### config.mk
export PLATFORM = sky130hd
export DESIGN_NAME = arith16_unit
export DESIGN_NICKNAME = d
export VERILOG_FILES = /design/src/rtl/arith16_pkg.sv /design/src/rtl/arith16_ctrl.sv /design/src/rtl/arith16_dp.sv /design/src/rtl/arith16_unit.sv
export SDC_FILE = /design/constraint.sdc
export NUM_CORES = 1
export LEC_CHECK = 0
export BUFFER_PORTS_ARGS = -buffer_cell sky130_fd_sc_hd__buf_2
export CELL_PAD_IN_SITES_DETAIL_PLACEMENT = 1
export CELL_PAD_IN_SITES_GLOBAL_PLACEMENT = 1
export CORE_MARGIN = 2
export CORE_UTILIZATION = 36
export CTS_CLUSTER_DIAMETER = 200
export CTS_CLUSTER_SIZE = 30
export DETAILED_ROUTE_END_ITERATION = 8
export PLACE_DENSITY_LB_ADDON = 0.15
export SLEW_MARGIN = 20
export SYNTH_ARGS = -nofsm -noshare
export SYNTH_HDL_FRONTEND = slang
export SYNTH_HIERARCHICAL = 1
export SYNTH_SLANG_ARGS = --single-unit
### constraint.sdc
create_clock -name clk -period 4.1 [get_ports clk]
set_input_delay 0.41 -clock clk [delete_from_list [all_inputs] [get_ports clk]]
set_output_delay 0.41 -clock clk [all_outputs]
set_load 0.005 [all_outputs]
### src/rtl/arith16_pkg.sv
package arith16_pkg;

  typedef enum logic [2:0] {
    OP_INC       = 3'd0,
    OP_DEC       = 3'd1,
    OP_ADD_HL    = 3'd2,
    OP_SP_OFF    = 3'd3,
    OP_SP_OFF_HL = 3'd4
  } arith_op_e;

  localparam logic [1:0] PAIR_HL = 2'd2;
  localparam logic [1:0] PAIR_SP = 2'd3;

  // Flag vectors are ordered {zero, subtract, half, carry}.
  typedef struct packed {
    logic       act;
    logic       stepUp;
    logic       stepDown;
    logic       addPair;
    logic       addOff;
    logic [1:0] dest;
    logic [3:0] flagWe;
  } strobe_t;

endpackage

### src/rtl/arith16_ctrl.sv
module arith16_ctrl
  import arith16_pkg::*;
(
  input  logic       opValid,
  input  logic [2:0] opSel,
  input  logic [1:0] pairCode,
  output strobe_t    strb
);

  always_comb begin
    strb = '0;
    if (opValid) begin
      case (opSel)
        OP_INC: begin
          strb.act    = 1'b1;
          strb.stepUp = 1'b1;
          strb.dest   = pairCode;
        end
        OP_DEC: begin
          strb.act      = 1'b1;
          strb.stepDown = 1'b1;
          strb.dest     = pairCode;
        end
        OP_ADD_HL: begin
          strb.act     = 1'b1;
          strb.addPair = 1'b1;
          strb.dest    = PAIR_HL;
          strb.flagWe  = 4'b0111;
        end
        OP_SP_OFF: begin
          strb.act    = 1'b1;
          strb.addOff = 1'b1;
          strb.dest   = PAIR_SP;
          strb.flagWe = 4'b1111;
        end
        OP_SP_OFF_HL: begin
          strb.act    = 1'b1;
          strb.addOff = 1'b1;
          strb.dest   = PAIR_HL;
          strb.flagWe = 4'b1111;
        end
        default: strb = '0;
      endcase
    end
  end

endmodule

### src/rtl/arith16_dp.sv
module arith16_dp
  import arith16_pkg::*;
#(
  parameter int ADDR_W = 16,
  parameter int OFF_W  = 8
) (
  input  strobe_t             strb,
  input  logic [1:0]          pairCode,
  input  logic [ADDR_W-1:0]   pairBc,
  input  logic [ADDR_W-1:0]   pairDe,
  input  logic [ADDR_W-1:0]   pairHl,
  input  logic [ADDR_W-1:0]   stackPtr,
  input  logic [OFF_W-1:0]    offset,
  output logic [ADDR_W-1:0]   sum,
  output logic [3:0]          flagVal
);

  localparam int NUM_PAIRS = 4;
  localparam int HALF_W    = ADDR_W - 4;   // bits below the pair-add half carry
  localparam int EXT_W     = ADDR_W - OFF_W;

  logic [ADDR_W-1:0] pairVals [NUM_PAIRS];
  logic [ADDR_W-1:0] srcVal;
  logic [ADDR_W:0]   wideSum;
  logic [HALF_W:0]   hlLowSum;
  logic [OFF_W:0]    byteSum;
  logic [4:0]        nibSum;
  logic [ADDR_W-1:0] offExt;

  assign pairVals[0] = pairBc;
  assign pairVals[1] = pairDe;
  assign pairVals[2] = pairHl;
  assign pairVals[3] = stackPtr;
  assign srcVal      = pairVals[pairCode];

  assign wideSum  = {1'b0, pairHl} + {1'b0, srcVal};
  assign hlLowSum = {1'b0, pairHl[HALF_W-1:0]} + {1'b0, srcVal[HALF_W-1:0]};
  assign offExt   = {{EXT_W{offset[OFF_W-1]}}, offset};
  assign byteSum  = {1'b0, stackPtr[OFF_W-1:0]} + {1'b0, offset};
  assign nibSum   = {1'b0, stackPtr[3:0]} + {1'b0, offset[3:0]};

  always_comb begin
    sum     = '0;
    flagVal = '0;
    if (strb.stepUp) begin
      sum = srcVal + ADDR_W'(1);
    end else if (strb.stepDown) begin
      sum = srcVal - ADDR_W'(1);
    end else if (strb.addPair) begin
      sum     = wideSum[ADDR_W-1:0];
      flagVal = {1'b0, 1'b0, hlLowSum[HALF_W], wideSum[ADDR_W]};
    end else if (strb.addOff) begin
      sum     = stackPtr + offExt;
      flagVal = {1'b0, 1'b0, nibSum[4], byteSum[OFF_W]};
    end
  end

endmodule

### src/rtl/arith16_unit.sv
module arith16_unit
  import arith16_pkg::*;
#(
  parameter int ADDR_W = 16,
  parameter int OFF_W  = 8
) (
  input  logic              clk,
  input  logic              rstN,
  input  logic              opValid,
  input  logic [2:0]        opSel,
  input  logic [1:0]        pairCode,
  input  logic [ADDR_W-1:0] pairBc,
  input  logic [ADDR_W-1:0] pairDe,
  input  logic [ADDR_W-1:0] pairHl,
  input  logic [ADDR_W-1:0] stackPtr,
  input  logic [OFF_W-1:0]  offset,
  output logic              resValid,
  output logic [ADDR_W-1:0] result,
  output logic [1:0]        resDest,
  output logic              zeroWe,
  output logic              zeroVal,
  output logic              subWe,
  output logic              subVal,
  output logic              halfWe,
  output logic              halfVal,
  output logic              carryWe,
  output logic              carryVal
);

  strobe_t           strb;
  logic [ADDR_W-1:0] sum;
  logic [3:0]        flagVal;
  logic [3:0]        weQ;
  logic [3:0]        valQ;

  arith16_ctrl u_ctrl (
    .opValid (opValid),
    .opSel   (opSel),
    .pairCode(pairCode),
    .strb    (strb)
  );

  arith16_dp #(.ADDR_W(ADDR_W), .OFF_W(OFF_W)) u_dp (
    .strb    (strb),
    .pairCode(pairCode),
    .pairBc  (pairBc),
    .pairDe  (pairDe),
    .pairHl  (pairHl),
    .stackPtr(stackPtr),
    .offset  (offset),
    .sum     (sum),
    .flagVal (flagVal)
  );

  always_ff @(posedge clk) begin
    if (!rstN) begin
      resValid <= 1'b0;
      result   <= '0;
      resDest  <= '0;
      weQ      <= '0;
      valQ     <= '0;
    end else begin
      resValid <= strb.act;
      weQ      <= strb.flagWe;
      if (strb.act) begin
        result  <= sum;
        resDest <= strb.dest;
        valQ    <= flagVal;
      end
    end
  end

  assign {zeroWe, subWe, halfWe, carryWe}     = weQ;
  assign {zeroVal, subVal, halfVal, carryVal} = valQ;

endmodule

[After elaboration in Yosys (flattened, before gate mapping)]
Index checks and enable logic that the tools add are counted.
Storage, ports and cells
  word-level logic and storage cells: 43
  bits in registers: 27
  output and inout port bits: 27
Cells by class
  $add $sub $neg: 7
  bitwise gates (word level): 1
  eq/ne operators: 4
  muxes and demuxes: 19
  reductions and logical operators: 6
  magnitude comparators: 1
Operator list (number)
  16-bit 2-to-1 mux: 6
  16-bit binary-select mux with 2-bit select: 1
  16-bit by 16-bit adder with 17-bit output: 1
  16-bit by 1-bit adder with 16-bit output, second input constant: 1
  16-bit adder: 1
  16-bit by 1-bit subtractor with 16-bit output, second input constant: 1
  12-bit by 12-bit adder with 13-bit output: 1
  4-bit 2-to-1 mux: 3
  11-bit 2-to-1 mux: 1
  8-bit by 8-bit adder with 9-bit output: 1
  4-bit case mux with 2 select lines: 1
  3-bit by 2-bit == test with 1-bit output, second input constant: 2
  2-bit case mux with 3 select lines: 1
  2-bit OR reduction: 3
  4-bit by 4-bit adder with 5-bit output: 1
  1-bit 2-to-1 mux: 5
  5-bit OR reduction: 1
  3-bit by 1-bit == test with 1-bit output, second input constant: 1
  3-bit == test, second input constant: 1
  3-bit >= comparator, second input constant: 1
  3-bit logical NOT: 1
  2-bit inverter with 3-bit output: 1
  2-bit 2-to-1 mux: 1
  2-bit AND reduction: 1

[Longest topological paths before layout]
Gate-level depths: netlist (run 1).
  depth in word-level cells: 8
  depth in mapped cells: 14

[By module]
Netlist (run 1), hierarchy kept.
By module, submodules not included
  arith16_dp: instances 1, area an instance 2855.2 sq um, cells an instance 375, seq. area each 0.0 sq um
  arith16_unit: instances 1, area an instance 988.4 sq um, cells an instance 81, seq. area each 540.5 sq um
  arith16_ctrl: instances 1, area an instance 151.4 sq um, cells an instance 20, seq. area each 0.0 sq um

[Worst setup path before layout (run 1)]
Ideal clock, no wire load.
  kind: input-to-reg
  from: in pairCode[0]
  to: reg result[14]
  arrival time: 3676 ps
  path slack: 308 ps
  required time: 3984 ps
  cell stages on the path: 14
  setup time: 116 ps
  cells stage by stage: buf_6 buf_8 mux4_2 ha_1 fa_1 a211oi_1 o21ai_0 a311o_1 a41o_1 xor2_1 a221oi_1 o221ai_1 mux2i_1 nor2b_1
On the way
  cells in the longest elaborated chain, start to end: 8
  elaborated cells on any way between the ends: 10
  those cells by class: add/sub: 3; mux: 6; bitwise: 1
Ends and longest elaborated chain
  from (decl): RTL line arith16_unit.sv:11  | input logic [1:0] pairCode,
  2-bit inverter with 3-bit output (not written as such) (*): RTL line arith16_dp.sv:34  | assign srcVal = pairVals[pairCode];
  16-bit binary-select mux with 2-bit select (*): RTL line arith16_dp.sv:34
  16-bit 2-to-1 mux (not written as such) (*) (2 in a row): RTL line arith16_dp.sv:34
  16-bit by 16-bit adder with 17-bit output: RTL line arith16_dp.sv:36  | assign wideSum = {1'b0, pairHl} + {1'b0, srcVal};
  16-bit 2-to-1 mux: RTL line arith16_dp.sv:49  | end else if (strb.addPair) begin
  16-bit 2-to-1 mux: RTL line arith16_dp.sv:47  | end else if (strb.stepDown) begin
  16-bit 2-to-1 mux (*): RTL line arith16_dp.sv:45  | if (strb.stepUp) begin
  named net sum[14]: RTL line arith16_unit.sv:31  | logic [ADDR_W-1:0] sum;
  to (signal assigned): RTL line arith16_unit.sv:66  | result <= sum;
  to (decl): RTL line arith16_unit.sv:18  | output logic [ADDR_W-1:0] result,
Mark *: on every way through the listed nets, which the timed path passes. The rest lies on a longest branch. The select of a mux whose other input is x is not followed.
A chain may end at the register's enable or synchronous reset.

[Final worst setup path (run 1)]
Ends and elaborated chain as after synthesis.

==> results of run 1 <==
area by class of cell:
| cell class | instances | area, um2 | area share, % |
|---|---|---|---|
| Timing Repair Buffer | 122 | 650.6 | 13.94 |
| Sequential cell | 27 | 540.5 | 11.58 |
| Clock inverter | 1 | 7.507 | 0.1609 |
| Multi-Input combinational cell | 407 | 3201 | 68.58 |
| Tap cell | 140 | 175.2 | 3.753 |
| Clock buffer | 3 | 41.29 | 0.8847 |
| Inverter | 13 | 48.80 | 1.046 |
| Antenna cell | 1 | 2.502 | 0.05362 |
flip-flops by register name, summed over array words and instances (netlist names):
name	cells
resDest	2
resValid	1
result	16
valQ	4
weQ	4
per-stage QoR:
step                instance area, um2  instances  setup slack, ps
floorplan                         3999        477            308.1
global placement                  4616        709            146.0
detailed placement                4616        709            16.09
CTS                               4664        713            309.4
global route                      4664        713            112.3
finish                            4667        714            299.8
final timing paths:
kind                     end  slack [ps]  cells past startpoint
setup / recovery  result[14]         300                     13
hold / removal     result[1]         530                      2
setup reg to reg  result[14]        3460                      2
hold reg to reg    result[1]         530                      2
metal layers:
metal,global-route usage (%),vias up,routed length (um)
met3,1.956,6,783
li1,-,1958,-
met5,0,-,0
met2,38.32,98,6180
met1,31.76,1907,6305
met4,2.803,0,63
worst min-delay path: cells and delay by family (launching register included):
| family | cells | cell delay, ps |
|---|---|---|
| DFF | 1 | 330 |
| muxes | 1 | 70 |
| and+or+nand+nor | 1 | 100 |
synthesized netlist by cell type, types with 2 or more instances:
| master | n | area [um2] |
|---|---|---|
| a21oi_1 | 33 | 165.2 |
| ha_1 | 33 | 412.9 |
| nor2_1 | 32 | 120.1 |
| nor2b_1 | 32 | 200.2 |
| nand2_1 | 28 | 105.1 |
| dfxtp_1 | 27 | 540.5 |
| xnor2_1 | 27 | 236.5 |
| mux2i_1 | 23 | 230.2 |
| o21ai_0 | 17 | 85.08 |
| a21o_1 | 16 | 120.1 |
| mux4_2 | 16 | 360.4 |
| xor2_1 | 16 | 140.1 |
| nand3_1 | 15 | 75.07 |
| inv_1 | 12 | 45.04 |
| nor3_1 | 12 | 60.06 |
| clkbuf_1 | 10 | 37.54 |
| o21a_1 | 9 | 67.56 |
| a221oi_1 | 8 | 70.07 |
| a211oi_1 | 7 | 52.55 |
| buf_4 | 7 | 52.55 |
| and2_1 | 6 | 37.54 |
| a211o_1 | 5 | 43.79 |
| nand4_1 | 5 | 31.28 |
| buf_2 | 4 | 20.02 |
| buf_6 | 4 | 45.04 |
| o21bai_1 | 4 | 30.03 |
| o31ai_1 | 4 | 30.03 |
| a31oi_1 | 3 | 18.77 |
| and3_1 | 3 | 18.77 |
| nand2b_1 | 3 | 18.77 |
| o22ai_1 | 3 | 18.77 |
| o31a_1 | 3 | 26.28 |
| o32ai_1 | 3 | 26.28 |
| or2_2 | 3 | 18.77 |
| a221o_1 | 2 | 20.02 |
| a31o_2 | 2 | 17.52 |
| buf_12 | 2 | 40.04 |
| fa_1 | 2 | 40.04 |
| nor3_2 | 2 | 20.02 |
| nor3b_1 | 2 | 15.01 |
| nor4_1 | 2 | 12.51 |
| o211a_1 | 2 | 20.02 |
| o221ai_1 | 2 | 17.52 |
| or3_1 | 2 | 12.51 |
cells by family (layout without fill, tap and decap cells):
kind of cell | Yosys count | in the layout
simple gates | 155 | 155
compound gates | 132 | 132
xor+xnor | 43 | 43
buf+inv | 43 | 139
mux | 40 | 40
fa+ha+maj | 35 | 35
flops | 27 | 27
other cells | 1 | 3
report_power, final:
part           leakage [uW]  switching [uW]  internal [uW]
registers          0.000219            5.02            273
logic               0.00180             331            267
clock network     0.0000217            80.6           68.8
layout by cell type, fill, tap and decap left out, types with 9 or more instances in the layout:
cell / instances
buf_4: 16
a21oi_1: 33
xor2_1: 16
dfxtp_1: 27
nand3_1: 15
o21ai_0: 17
nand2_1: 28
mux2i_1: 23
nor3_1: 11
buf_2: 106
a21o_1: 16
nor2b_1: 32
ha_1: 33
xnor2_1: 27
inv_1: 12
o21a_1: 9
nor2_1: 32
mux4_2: 16
==> results_dict.tcl, run 1 <==
set metrics [dict create \
    status "finished, final reports clean" \
    final-hold-violation-count 0 \
    drt_wl_total_um 13330 \
    area.growth.synth_to_final_pct 16.82 \
    fin_skew_ps 0 \
    cp.buffers_inverters 1 \
    cts_setup_buffers 0 \
    wl_per_cell_um 18.68 \
    place_congestion 0.9634 \
    cts_resized 0 \
    grtUsageTotal_pct 22.49 \
    h-tree-depth 1 \
    grt_overflow 0 \
    clk_path_buf_depth 2 \
    rows 38 \
    setup_viol 0 \
    power_uw 1026 \
    worstPathArrival_ps 3970 \
    grt_pass1_wl_um 21200 \
    cp_cell_sequence "buf_2 -> mux4_2 -> ha_1 -> fa_1 -> a211oi_1 -> o21ai_0 -> a311o_1 -> a41o_1 -> xor2_1 -> a221oi_1 -> o221ai_1 -> mux2i_1 -> nor2b_1" \
    drv_cap 0 \
    ys_types 67 \
    relSlewSlack_pct 50.73 \
    critPathTopFamily "compound AO/OA/AOI/OAI gates" \
    cp-startpoint "pairCode[0]" \
    nFillCells 1361 \
    post-route-util_pct 43.05 \
    startpoint_type "input port" \
    slowest_delay_ps 550 \
    syn_inst 476 \
    drc 0 \
    slowest_stage "mux4_2" \
    core-area_mm2 0.01084 \
    grt_pass1_vias 4161 \
    fin_tns_setup_ps 0 \
    crit_path_max_fanout 5 \
    clk_latency_ps 260 \
    io_buffers 106 \
    rr_startpoint "result[14]" \
    final_layout_size_suffix_gt1_share_pct 27.75 \
    syn_area_per_cell_um2 8.393 \
    die_area_mm2 0.01196 \
    synthMuxAreaShare_pct 15.06 \
    worst_pin_slew_ps 735.0 \
    cts_tree "done" \
    fin_nets 689 \
    worstPathRequired_ps 4270 \
    first_iter_violations 168 \
    synth_edf_count 0 \
    end_kind "register" \
    fmax_mhz 263.1 \
    seq_area_frac_synth_pct 13.53 \
    boundaryPins 107 \
    min-delay-start "result[1]" \
    clock_sinks 27 \
    synth_flop_cell "dfxtp_1" \
    vias_per_cell 5.559 \
    synthAdderAreaFrac_pct 11.34 \
    clock-root-buffer "clkbuf_8" \
    place_hpwl_um 11090 \
    drv_slew 0 \
    p_leak_uw 0.002040 \
    start_util_pct 36.85 \
    die_w_um 109.3 \
    numCtsBuffers 3 \
    num_vias 3969 \
    cts.clk_slew.worst_paths_ps 90 \
    synth-xor-area-share_pct 9.427 \
    grt_max_degree 28 \
    dr.pass1.iters 4 \
    antenna_found_initial 1 \
    holdWs_ps 525.4 \
    cts_hold_buf 0 \
    synth_top_family_by_area "compound AO/OA/AOI/OAI gates" \
    ant_nets 0 \
    yosys_register_bits 27 \
    holdCritPathClass "register to register" \
    syn_area_mm2 0.003995 \
    p_per_area_mw_per_mm2 219.8 \
    ir_worst_vdd_mv 0.2014 \
    yosys.area_share.simple_pct 21.01 \
    yosysWarningCount 6 \
    synth_compound_area_share_pct 22.83 \
    fp.dieH_um 109.3 \
    synthArstFlopShare_pct 0 \
    rsz0062_at_grt "false" \
    fin_crit_sh_pct 92.69 \
    finalCriticalPeriod_ps 3800 \
    criticalPathCategory "input port to register" \
]
(Power assumes the default switching activity.)
==> run 2, diff against run 1 <==
--- a/config.mk
+++ b/config.mk
@@ -14,6 +14,7 @@
 export CTS_CLUSTER_SIZE = 30
 export DETAILED_ROUTE_END_ITERATION = 8
 export PLACE_DENSITY_LB_ADDON = 0.15
+export RECOVER_POWER = 25
 export SLEW_MARGIN = 20
 export SYNTH_ARGS = -nofsm -noshare
 export SYNTH_HDL_FRONTEND = slang
==> results_dict.tcl, run 2 (synthesized netlist as in run 1, its figures left out) <==
set metrics [dict create \
    rows 38 \
    holdWs_ps 524.2 \
    rr_startpoint "result[14]" \
    clock_sinks 27 \
    boundaryPins 107 \
    first_iter_violations 190 \
    fin_nets 689 \
    grtUsageTotal_pct 22.49 \
    drc 0 \
    p_leak_uw 0.002015 \
    post-route-util_pct 42.98 \
    fin_crit_sh_pct 93.42 \
    worstSetupPathDepth 13 \
    slowest_delay_ps 550 \
    power_uw 1026 \
    die_w_um 109.3 \
    fin_area_mm2 0.004659 \
    slowest_stage "mux4_2" \
    grt_pass1_vias 4161 \
    startpoint_type "input port" \
    wl_per_cell_um 18.68 \
    grt_overflow 0 \
    antenna_found_initial 1 \
    relSlewSlack_pct 51.36 \
    largest-register "result" \
    dr.pass1.iters 4 \
    clk_latency_ps 260 \
    core-area_mm2 0.01084 \
    cts_setup_buffers 0 \
    place_congestion 0.9634 \
    setup_viol 0 \
    critPathTopFamily "compound AO/OA/AOI/OAI gates" \
    worstPathRequired_ps 4270 \
    drv_cap 0 \
    place_hpwl_um 11090 \
    reg2reg_depth 2 \
    final_layout_size_suffix_gt1_share_pct 26.70 \
    grt_pass1_wl_um 21200 \
    fin_skew_ps 0 \
    r2r-end "result[14]" \
    p_per_area_mw_per_mm2 220.2 \
    worstPathArrival_ps 4000 \
    endpoint "result[14]" \
    cts_tree "done" \
    end_kind "register" \
    num_vias 3976 \
    cts_hold_buf 0 \
    cts_resized 0 \
    grt-busiest-layer "met2" \
    numCtsBuffers 3 \
    fin_tns_setup_ps 0 \
    criticalPathCategory "input port to register" \
    finalCriticalPeriod_ps 3830 \
    rsz0062_at_grt "false" \
    placed_area_mm2 0.004616 \
    clock-root-buffer "clkbuf_8" \
    met2_usage_pct 38.32 \
    io_buffers 106 \
    vias_per_cell 5.569 \
    die_area_mm2 0.01196 \
    grt_use_met3_pct 1.956 \
    ff2ff_setup_slack_ps 3460 \
    crit_path_max_fanout 5 \
    status "finished, final reports clean" \
    grt_max_degree 28 \
    drv_slew 0 \
    min-delay-start "result[1]" \
    drt_wl_total_um 13340 \
    cts.clk_slew.worst_paths_ps 90 \
    clk_path_buf_depth 2 \
    ir_worst_vdd_mv 0.1995 \
    start_util_pct 36.85 \
    holdCritPathClass "register to register" \
    area.growth.synth_to_final_pct 16.63 \
    largest_reg_flops 16 \
    worst_pin_slew_ps 725.6 \
    fp.dieH_um 109.3 \
    cp.buffers_inverters 1 \
    final_cell_mix "100 x buf_2, 33 x a21oi_1, 33 x ha_1, 32 x nor2b_1, 32 x nor2_1" \
    fmax_mhz 261.1 \
    cp-startpoint "pairCode[0]" \
    final_common_cell "buf_2" \
    use_met1_pct 31.76 \
    final-hold-violation-count 0 \
    h-tree-depth 1 \
    ant_nets 0 \
    reg_top3 "result: 16 flops, valQ: 4 flops, weQ: 4 flops" \
    cp_cell_sequence "buf_2 -> mux4_2 -> ha_1 -> fa_1 -> a211oi_1 -> o21ai_0 -> a311o_1 -> a41o_1 -> xor2_1 -> a221oi_1 -> o221ai_1 -> mux2i_1 -> nor2b_1" \
]
## run 2: how the worst min path moves through the flow
stage                  to  slack, ps  cells past startpoint
5_1_grt           valQ[3]        550                      2
3_3_place_gp    result[9]        500                      2
2_1_floorplan  resDest[0]        510                      2
3_5_place_dp    result[8]        510                      2
4_1_cts           valQ[3]        530                      2
6_report        result[1]        520                      2
## run 2: routing by layer
metal / up-vias / part of all wire (%)
met5: - / 0
met4: 0 / 0.36
met3: 4 / 4.9
met2: 95 / 47
met1: 1923 / 48
li1: 1954 / -
## run 2: power breakdown
| group | internal [uW] | total (uW) | leakage (uW) | switching, uW |
|---|---|---|---|---|
| Clock | 68.8 | 149 | 0.0000217 | 80.1 |
| Sequential | 273 | 278 | 0.000219 | 5.06 |
| Combinational | 266 | 599 | 0.00177 | 333 |
## run 2: layout make-up
type	count	area [um2]
inverter	13	48.80
sequential	27	540.5
multi-input combinational	407	3201
clock inverter	1	7.507
antenna	1	2.502
timing repair buffer	122	643.1
tap	140	175.2
fill	1361	6181
clock buffer	3	41.29
## run 2: worst register-to-register path, cell delays in order (launching register included)
cell and delay [ps]:
dfxtp_1 330, mux2i_1 140, nor2b_1 60
## run 2: per-stage QoR
stage / std cells / worst slack, ps
floorplan: 477 / 308.1
CTS: 713 / 309.4
detailed placement: 709 / 16.09
global route: 713 / 112.3
finish: 714 / 269.7
global placement: 709 / 146.0
==> run 3, diff against run 2 <==
--- a/config.mk
+++ b/config.mk
@@ -9,14 +9,14 @@
 export CELL_PAD_IN_SITES_DETAIL_PLACEMENT = 1
 export CELL_PAD_IN_SITES_GLOBAL_PLACEMENT = 1
 export CORE_MARGIN = 2
-export CORE_UTILIZATION = 36
+export CORE_UTILIZATION = 35
 export CTS_CLUSTER_DIAMETER = 200
 export CTS_CLUSTER_SIZE = 30
 export DETAILED_ROUTE_END_ITERATION = 8
+export HOLD_SLACK_MARGIN = 0.06
 export PLACE_DENSITY_LB_ADDON = 0.15
 export RECOVER_POWER = 25
 export SLEW_MARGIN = 20
 export SYNTH_ARGS = -nofsm -noshare
 export SYNTH_HDL_FRONTEND = slang
-export SYNTH_HIERARCHICAL = 1
 export SYNTH_SLANG_ARGS = --single-unit
==> results_dict.tcl, run 3 <==
set metrics [dict create \
    status "finished, final reports clean" \
    clock-root-buffer "clkbuf_8" \
    synth_top_family_by_area "compound AO/OA/AOI/OAI gates" \
    worstSetupPathDepth 11 \
    p_leak_uw 0.001866 \
    worstPathRequired_ps 4260 \
    fin_area_mm2 0.004335 \
    criticalPathCategory "input port to register" \
    p_per_area_mw_per_mm2 228.5 \
    start_util_pct 35.90 \
    synthArstFlopShare_pct 0 \
    yosys.area.top_type "dfxtp_1" \
    grt_pass1_vias 3902 \
    ant_nets 0 \
    fin_skew_ps 0 \
    cts_hold_buf 0 \
    crit_path_max_fanout 17 \
    grt_overflow 0 \
    place_congestion 0.9049 \
    wl_per_cell_um 19.09 \
    worst_pin_slew_ps 685.8 \
    synthAdderAreaFrac_pct 12.28 \
    numCtsBuffers 3 \
    clock_sinks 23 \
    critPathTopFamily "compound AO/OA/AOI/OAI gates" \
    drt_wl_total_um 13080 \
    holdWs_ps 480.9 \
    synth_area_leaders "dfxtp_1 12%, ha_1 11%, xor2_1 5.9%" \
    fin_nets 665 \
    clk_path_buf_depth 2 \
    p_int_uw 554.1 \
    cts_setup_buffers 0 \
    place_hpwl_um 10840 \
    insertedDiodeCount 0 \
    worstPathArrival_ps 3690 \
    clkPwrFrac_pct 15.3 \
    yosys.area_share.simple_pct 20.45 \
    largest-register "result" \
    ys_types 65 \
    final_common_cell "buf_2" \
    final_cell_mix "98 x buf_2, 39 x nor2_1, 36 x o21ai_0, 35 x nand2_1, 33 x ha_1" \
    p_comb_share_pct 59.5 \
    end_kind "register" \
    slowest_delay_ps 600 \
    cts_tree "done" \
    yosysWarningCount 0 \
    min-delay-start "opValid" \
    io_buffers 104 \
    synthMuxAreaShare_pct 11.70 \
    grt_max_degree 21 \
    fp.dieH_um 106.7 \
    rr_startpoint "result[0]" \
    relSlewSlack_pct 54.15 \
    syn_area_mm2 0.003690 \
    area.growth.synth_to_final_pct 17.50 \
    antenna_found_initial 0 \
    first_iter_violations 165 \
    holdCritPathClass "input port to register" \
    reg2reg_depth 3 \
    fin_crit_sh_pct 85.99 \
    num_vias 3937 \
    drc 0 \
    final_layout_size_suffix_gt1_share_pct 24.77 \
    yosys_register_bits 23 \
    switching_share_pct 44.05 \
    clk_latency_ps 280 \
    cp-startpoint "pairCode[1]" \
    fin_tns_setup_ps 0 \
    syn_inst 460 \
    grtUsageTotal_pct 23.03 \
    vias_per_cell 5.747 \
    placed_area_mm2 0.004297 \
    dr.pass1.iters 4 \
    cts_resized 0 \
    cts.clk_slew.worst_paths_ps 100 \
    grt_pass1_wl_um 20810 \
    boundaryPins 107 \
    largest_reg_flops 16 \
    fmax_mhz 283.6 \
    nFillCells 1316 \
    drv_slew 0 \
    synth.most_common_cell "nor2_1" \
    synthTopCellsByCount "39 x nor2_1, 36 x o21ai_0, 35 x nand2_1" \
    synth_compound_area_share_pct 26.92 \
    h-tree-depth 1 \
    p_switching_uw 436.3 \
    cp_cell_sequence "buf_2 -> mux4_2 -> ha_1 -> fa_1 -> a21o_1 -> a311oi_1 -> nor2_1 -> a2111oi_0 -> nor3b_1 -> o21a_1 -> o31a_1" \
    core-area_mm2 0.01028 \
    seqPwrFrac_pct 25.2 \
    synth_edf_count 0 \
    rsz0062_at_grt "false" \
    min_path_cells 2 \
    seq_area_frac_synth_pct 12.48 \
    finalCriticalPeriod_ps 3526 \
    rows 37 \
    ir_worst_vdd_mv 0.1600 \
    drv_cap 0 \
    final-hold-violation-count 0 \
    post-route-util_pct 42.18 \
    die_area_mm2 0.01138 \
    synth_flop_cell "dfxtp_1" \
    setup_viol 0 \
    synth-xor-area-share_pct 10.44 \
    die_w_um 106.7 \
    slowest_stage "a2111oi_0" \
    startpoint_type "input port" \
    cp.buffers_inverters 1 \
    syn_area_per_cell_um2 8.021 \
    synth_top_area_share_pct 12.48 \
]
run 3: cell types whose count changed after synthesis, moves of 6 or more:
cell | previous run | this run
a221oi_1 | 8 | 2
xor2_1 | 16 | 25
xnor2_1 | 27 | 19
mux4_2 | 16 | 8
mux4_1 | 0 | 8
mux2i_1 | 23 | 3
o21ai_0 | 17 | 36
a21oi_1 | 33 | 27
nor2_1 | 32 | 39
nand2_1 | 28 | 35
nor2b_1 | 32 | 6
a31oi_1 | 3 | 10
run 3: layout make-up:
class                   instances  area, um2  share of cell area, %
clock inverters                 1      5.005                 0.1154
well taps                     136      170.2                  3.925
flip-flops and latches         23      460.4                  10.62
clock buffers                   3      41.29                 0.9524
repair buffers                114      588.1                  13.56
multi-input cells             396       3025                  69.78
inverters                      12      45.04                  1.039
run 3: path summary, 6_finish.rpt:
path / to / slack [ps]
worst max register to register: result[0] / 3150
worst min register to register: result[12] / 540
worst min-delay path: resDest[0] / 480
worst max-delay path: valQ[0] / 570
run 3: layer usage:
metal  global-route usage [%]  wire length (um)  up-vias
met5                        0                 0        -
met4                    3.340               114        0
met3                    1.398               622        8
met2                    37.26              5765      108
met1                    34.37              6576     1901
li1                         -                 -     1920
run 3: power groups by stage:
| stage | logic, uW | clock network [uW] | registers [uW] |
|---|---|---|---|
| final | 590 | 151 | 250 |
| after detailed placement | 584 | 0 | 255 |
| after floorplan | 401 | 0 | 255 |
| after global routing | 649 | 163 | 251 |
| after global placement | 573 | 0 | 254 |
| after CTS | 587 | 154 | 250 |
run 3: per-stage QoR:
step | worst slack (ps) | total power, uW | std cells
final | 574.4 | 990.4 | 685
after global routing | 375.3 | 1063 | 685
after CTS | 567.8 | 991.1 | 685
after detailed placement | 287.3 | 838.7 | 681
after global placement | 364.5 | 827.1 | 681
after floorplan | 651.3 | 656.0 | 461
run 3: cells by family (layout without fill, tap and decap cells):
group	after synthesis	count (layout)
and+or+nand+nor	146	146
AOI/OAI and AO/OA	149	149
other	1	2
muxes	20	20
buffers and inverters	42	130
adders and majority gates	35	35
DFF	23	23
xor gates and xnor gates	44	44
